File: src/rtl/xfer_pkg.sv
package xfer_pkg;

  typedef enum logic [1:0] {
    ACT_HOLD   = 2'd0,
    ACT_SHIFT  = 2'd1,
    ACT_LOAD_A = 2'd2,
    ACT_LOAD_B = 2'd3
  } act_e;

  typedef struct packed {
    logic a_en;
    logic dir_a2b;
    logic par_mode;
    logic imm_load;
  } ctrl_t;

  // Source bus is usable: B always in B-to-A, A only when enabled.
  function automatic logic source_valid(input ctrl_t c);
    return c.dir_a2b ? c.a_en : 1'b1;
  endfunction

  function automatic logic drive_b(input ctrl_t c);
    return c.dir_a2b;
  endfunction

  function automatic logic drive_a(input ctrl_t c);
    return c.a_en & ~c.dir_a2b;
  endfunction

endpackage

File: src/rtl/strobe_edge.sv
module strobe_edge #(
  parameter int STAGES = 2
) (
  input  logic clk,
  input  logic rst_n,
  input  logic strobe_in,
  output logic rise
);
  localparam int LAST = STAGES - 1;

  logic [STAGES-1:0] sync_q;
  logic              prev_q;

  always_ff @(posedge clk) begin
    if (!rst_n) begin
      sync_q <= '0;
      prev_q <= 1'b0;
    end else begin
      sync_q <= {sync_q[STAGES-2:0], strobe_in};
      prev_q <= sync_q[LAST];
    end
  end

  assign rise = sync_q[LAST] & ~prev_q;

  // an edge enable lasts a single cycle
  assert_single_pulse_R3: assert property (@(posedge clk) disable iff (!rst_n)
    rise |=> !rise);

endmodule

File: src/rtl/mode_ctrl.sv
module mode_ctrl
  import xfer_pkg::*;
(
  input  ctrl_t ctrl,
  input  logic  rise,
  output act_e  act,
  output logic  a_oe,
  output logic  b_oe
);
  logic load_go;

  always_comb begin
    load_go = source_valid(ctrl) & (ctrl.imm_load | rise);
    act     = ACT_HOLD;
    if (!ctrl.par_mode) begin
      if (rise) act = ACT_SHIFT;
    end else if (load_go) begin
      act = ctrl.dir_a2b ? ACT_LOAD_A : ACT_LOAD_B;
    end
  end

  assign a_oe = drive_a(ctrl);
  assign b_oe = drive_b(ctrl);

endmodule

File: src/rtl/shift_load_reg.sv
module shift_load_reg
  import xfer_pkg::*;
#(
  parameter int W = 8
) (
  input  logic         clk,
  input  logic         rst_n,
  input  act_e         act,
  input  logic         ser_in,
  input  logic [W-1:0] a_in,
  input  logic [W-1:0] b_in,
  output logic [W-1:0] q
);
  function automatic logic [W-1:0] shift_up(input logic [W-1:0] v, input logic s);
    return {v[W-2:0], s};
  endfunction

  always_ff @(posedge clk) begin
    if (!rst_n) begin
      q <= '0;
    end else begin
      unique case (act)
        ACT_SHIFT:  q <= shift_up(q, ser_in);
        ACT_LOAD_A: q <= a_in;
        ACT_LOAD_B: q <= b_in;
        default:    q <= q;
      endcase
    end
  end

  // a shift moves every bit up by one and takes the serial bit at 0
  assert_shift_step_R2: assert property (@(posedge clk) disable iff (!rst_n)
    (act == ACT_SHIFT) |=> (q[W-1:1] == $past(q[W-2:0]) && q[0] == $past(ser_in)));

  // loads take the chosen bus
  assert_load_a_R6: assert property (@(posedge clk) disable iff (!rst_n)
    (act == ACT_LOAD_A) |=> (q == $past(a_in)));
  assert_load_b_R6: assert property (@(posedge clk) disable iff (!rst_n)
    (act == ACT_LOAD_B) |=> (q == $past(b_in)));

  // no action, no change
  assert_hold_R4: assert property (@(posedge clk) disable iff (!rst_n)
    (act == ACT_HOLD) |=> $stable(q));

endmodule

File: src/rtl/bus_xfer_reg.sv
module bus_xfer_reg
  import xfer_pkg::*;
#(
  parameter int W           = 8,
  parameter int SYNC_STAGES = 2
) (
  input  logic         clk,
  input  logic         rst_n,
  input  logic         a_en,
  input  logic         dir_a2b,
  input  logic         par_mode,
  input  logic         imm_load,
  input  logic         ser_in,
  input  logic         shift_strobe,
  input  logic [W-1:0] a_in,
  output logic [W-1:0] a_out,
  output logic         a_oe,
  input  logic [W-1:0] b_in,
  output logic [W-1:0] b_out,
  output logic         b_oe
);
  ctrl_t        ctrl;
  logic         strobe_rise;
  act_e         act;
  logic [W-1:0] word_q;

  assign ctrl = '{a_en: a_en, dir_a2b: dir_a2b, par_mode: par_mode, imm_load: imm_load};

  strobe_edge #(.STAGES(SYNC_STAGES)) u_edge (
    .clk       (clk),
    .rst_n     (rst_n),
    .strobe_in (shift_strobe),
    .rise      (strobe_rise)
  );

  mode_ctrl u_mode (
    .ctrl (ctrl),
    .rise (strobe_rise),
    .act  (act),
    .a_oe (a_oe),
    .b_oe (b_oe)
  );

  shift_load_reg #(.W(W)) u_reg (
    .clk    (clk),
    .rst_n  (rst_n),
    .act    (act),
    .ser_in (ser_in),
    .a_in   (a_in),
    .b_in   (b_in),
    .q      (word_q)
  );

  assign a_out = word_q;
  assign b_out = word_q;

  // the two buses are never driven together
  assert_oe_exclusive_R8: assert property (@(posedge clk) disable iff (!rst_n)
    !(a_oe && b_oe));

  // bus A disabled means no drive on A and no load in A-to-B parallel
  assert_a_quiet_R7: assert property (@(posedge clk) disable iff (!rst_n)
    !a_en |-> !a_oe);
  assert_no_load_disabled_R7: assert property (@(posedge clk) disable iff (!rst_n)
    (!a_en && dir_a2b && par_mode) |=> $stable(b_out));

  // in parallel modes the word never takes a shifted form from the serial line
  assert_par_no_shift_R9: assert property (@(posedge clk) disable iff (!rst_n)
    par_mode |-> (act != ACT_SHIFT));

endmodule

File: config.mk
export PLATFORM = sky130hd
export DESIGN_NAME = bus_xfer_reg
export DESIGN_NICKNAME = d
export VERILOG_FILES = /design/src/rtl/xfer_pkg.sv /design/src/rtl/strobe_edge.sv /design/src/rtl/mode_ctrl.sv /design/src/rtl/shift_load_reg.sv /design/src/rtl/bus_xfer_reg.sv
export SDC_FILE = /design/constraint.sdc
export NUM_CORES = 1
export LEC_CHECK = 0
export BUFFER_PORTS_ARGS = -buffer_cell sky130_fd_sc_hd__buf_4
export CORE_MARGIN = 3
export CORE_UTILIZATION = 35
export DETAILED_ROUTE_END_ITERATION = 10
export PLACE_DENSITY = 0.73
export SYNTH_ARGS = -nofsm -noshare
export SYNTH_HDL_FRONTEND = slang
export SYNTH_HIERARCHICAL = 1
export SYNTH_SLANG_ARGS = --single-unit
File: constraint.sdc
create_clock -name clk -period 1.3 [get_ports clk]
set_clock_uncertainty 0.05 [all_clocks]
set_input_delay 0.195 -clock clk [delete_from_list [all_inputs] [get_ports clk]]
set_output_delay 0.195 -clock clk [all_outputs]
set_load 0.02 [all_outputs]
==> run summary <==
The flow ran to the end, but the final reports show violations. The checks that failed: negative setup slack. The post-synthesis xor/xnor area fraction is 0, and the wire length on met3 is 125 um. The number of antenna diodes in the final layout is 0. Of all nets on the critical path, the largest fanout is 8. The die covers 2280 um2. In the final timing run, aggregate negative setup slack is -0.120 ns.

Setup repair after global routing could not meet its margin everywhere. The run gives 0 as the DRC violation count after routing. Detailed placement ended at an HPWL of 1110 um. The number of violations reported at the end of detailed-routing iteration 0 came out at 6. The routed wire length per instance is 12.5 um, and the max-cap violation count is 0.

The mean instance size in the synthesized netlist is 10.5 um2. The horizontal die dimension is 47.7 um. The final critical path time including I/O delays and setup was 1.33 ns; the ratio of final minimum period to clock period was 1.02. For this design the static power due to leakage is 0.412 nW. The library cell contributing the largest single delay on the critical path is sky130_fd_sc_hd__dfxtp_2. The post-synthesis cell count was 58; the depth of the most critical reg-to-reg path was 5.

Across all hold checks on the routed design, the worst slack comes to 0.107 ns. The count of cell types in the netlist is 15, and the number of buffers added by the clock tree synthesis step is 3. The adder-cell area share of the yosys netlist is 0, and the all-layer global routing usage is 0.126. The area used by multi-input combinational logic was 283 um2.

The worst max-slew margin expressed relative to the limit was 0.792; the worst vdd rail ir drop was 0.000712 V. The fraction of the mapped netlist area in compound gates was 0.117. The first global-routing pass estimated 1920 um of wire. In this design, the stage delay of the slowest critical-path cell is 0.33 ns.

TritonCTS built the clock tree. The total vias in the final route is 531, and the post-synthesis sequential element count is 11. The number of buffer cells added on primary ports was 41. STA classifies the critical path startpoint as a flop. The number of nets handed over by synthesis was 82. The top cell types in the final layout, fill and taps aside, are sky130_fd_sc_hd__buf_4, sky130_fd_sc_hd__mux2i_1, sky130_fd_sc_hd__dfxtp_1. The tools report the pin count of the biggest net entering global routing as 9. Worst min-delay path category: in -> reg.

In this run the deepest clock path goes through 2 buffers. Relative to the synthesized area, the layout overhead comes to 45.2%. The cell count of the worst hold path is 2, and the worst-margin pin slew is 0.312 ns.

The area of the placeable core was 1580 um2. By area, the combinational part of the netlist is dominated by multiplexers. The least setup slack across all paths after layout was -0.0277 ns.

For the routed metal-1 wirelength, the log shows 523 um. The highest layer touched by signal routing is met4. Measured along the y axis, the die boundary spans 47.7 um. The number of hold violations in the final report came out at 0. The post-synthesis instance area is 609 um2, and the share of synthesized cell area in and, or, nand and nor gates is 0.0842.

The post-synthesis mux area share is 0.263. The setup path with the least slack is of type reg -> reg. Number of vias per cell after detailed routing: 4.87. The later pin in the worst-skew pair is clocked with a latency of 0.26 ns.

The run gives 0 as the initial antenna violation count. The share of post-route cells with drive strength above 1 came out at 0.527. Timing would allow up to 0.753 GHz.

The number of nets with antenna violations after detailed routing is 0, and the TritonCTS sink count is 11. The tools report the detailed-routed wire length on met2 as 699 um. The CTS H-tree depth came out at 1.

The library cell used most frequently in the layout, excluding fill and tap cells, is sky130_fd_sc_hd__buf_4. In this run the power density over the cells is 965 nW/um2. The total overflow left after global routing is 0. Number of standard-cell rows in the floorplan: 14. The logs give 2 for the first-pass detailed-route iteration total and 0 for the count of final max-slew check failures. The run gives -0.0360 ns as the pre-CTS worst setup slack. The number of setup buffers added after CTS is 0. Setup violations remaining at the end of the flow were counted as 8. The net count of the finished layout is 118. Fill cells in the final layout number 156. For the worst setup path, the data required time is 1.39 ns. The initial cell density of the core is 0.387, and the number of primary I/O pins is 42. The cell sitting at the root of the clock tree is a sky130_fd_sc_hd__clkbuf_4.

The setup check on the worst reg-to-reg path leaves a slack of -0.03 ns. The critical path goes through nor2b_4, o221a_1, buf_6, mux2i_1, o22ai_1. The sequential element share of the synthesized area is 0.361.

The run gives 0 as the number of buffers added to fix hold violations after cts. STA classifies the critical path endpoint as a flop. For the via count of the first global-routing pass, the log shows 469. Data on the critical path arrives at its endpoint at 1.42 ns. The power after layout is 854 uW. At the end of routability-driven placement, the weighted congestion stood at 0.712.

Yosys printed 6 warnings. The final layout contains routed wiring with a total length of 1360 um. After clock tree synthesis, the clock-pin slew on the worst setup and hold paths is 0.07 ns. The area taken by flip-flops and latches came out at 221 um2.
-- sequential cells by signal (all words and copies together) (netlist names) --
signal	count
u_reg/q	8
u_edge/prev_q	1
u_edge/sync_q	2
-- routing by layer --
| metal | vias up | global-route usage |
|---|---|---|
| met3 | 2 | 0.0714 |
| met2 | 21 | 0.203 |
| met5 | - | 0 |
| met4 | 0 | 0.0484 |
| li1 | 273 | - |
| met1 | 235 | 0.136 |
-- cell type report --
cell class | instances | area share
clock buffers | 4 | 0.0297
repair buffers | 43 | 0.373
multi-input cells | 34 | 0.320
well taps | 16 | 0.0226
flip-flops and latches | 11 | 0.250
inverters | 1 | 0.00424
-- what timing repair did --
item	in CTS	in global routing
endpoints found under the setup margin	8	8
pin swaps	2	2
gates resized for setup	3	0
-- where the power goes --
part	total, mW	switching (mW)	internal (mW)
clock network	0.220	0.102	0.118
logic	0.257	0.117	0.140
registers	0.376	0.0177	0.359
-- kinds of logic (layout without fill, tap and decap cells) --
group	Yosys count	count (layout)
compound gates	11	11
flops	11	11
simple gates	7	7
mux	16	16
buf+inv	13	48
-- synthesized netlist by cell type --
library cell               number  area, um2
sky130_fd_sc_hd__a21oi_1        2       10.0
sky130_fd_sc_hd__and2_1         3       18.8
sky130_fd_sc_hd__and2b_2        1       8.76
sky130_fd_sc_hd__buf_1          1       3.75
sky130_fd_sc_hd__buf_12         1       20.0
sky130_fd_sc_hd__buf_4          9       67.6
sky130_fd_sc_hd__buf_6          1       11.3
sky130_fd_sc_hd__dfxtp_1       11        220
sky130_fd_sc_hd__inv_1          1       3.75
sky130_fd_sc_hd__mux2i_1       16        160
sky130_fd_sc_hd__nand2_1        1       3.75
sky130_fd_sc_hd__nand2b_1       1       6.26
sky130_fd_sc_hd__nor2b_4        1       13.8
sky130_fd_sc_hd__o221a_1        1       11.3
sky130_fd_sc_hd__o22ai_1        8       50.1
-- worst max-delay path, delay by kind of cell, from the launching register on --
kind	cells	cell delay, ns
compound gates	2	0.31
flops	1	0.33
simple gates	1	0.14
mux	1	0.21
buf+inv	1	0.17
-- metrics by stage --
stage,cells,area [um2],util
after floorplan,58,609,-
after global placement,105,850,0.539
after detailed placement,105,850,0.539
after CTS,109,885,0.561
after global routing,109,885,0.561
final,109,885,0.561
-- worst paths after layout --
kind | startpoint | end
worst max-delay path | u_edge/sync_q[1] | u_reg/q[2]
worst min-delay path | shift_strobe | u_edge/sync_q[0]
worst max register to register | u_edge/sync_q[1] | u_reg/q[2]
worst min register to register | u_edge/sync_q[0] | u_edge/sync_q[1]
No activity file was read; power rests on OpenSTA's default activity.
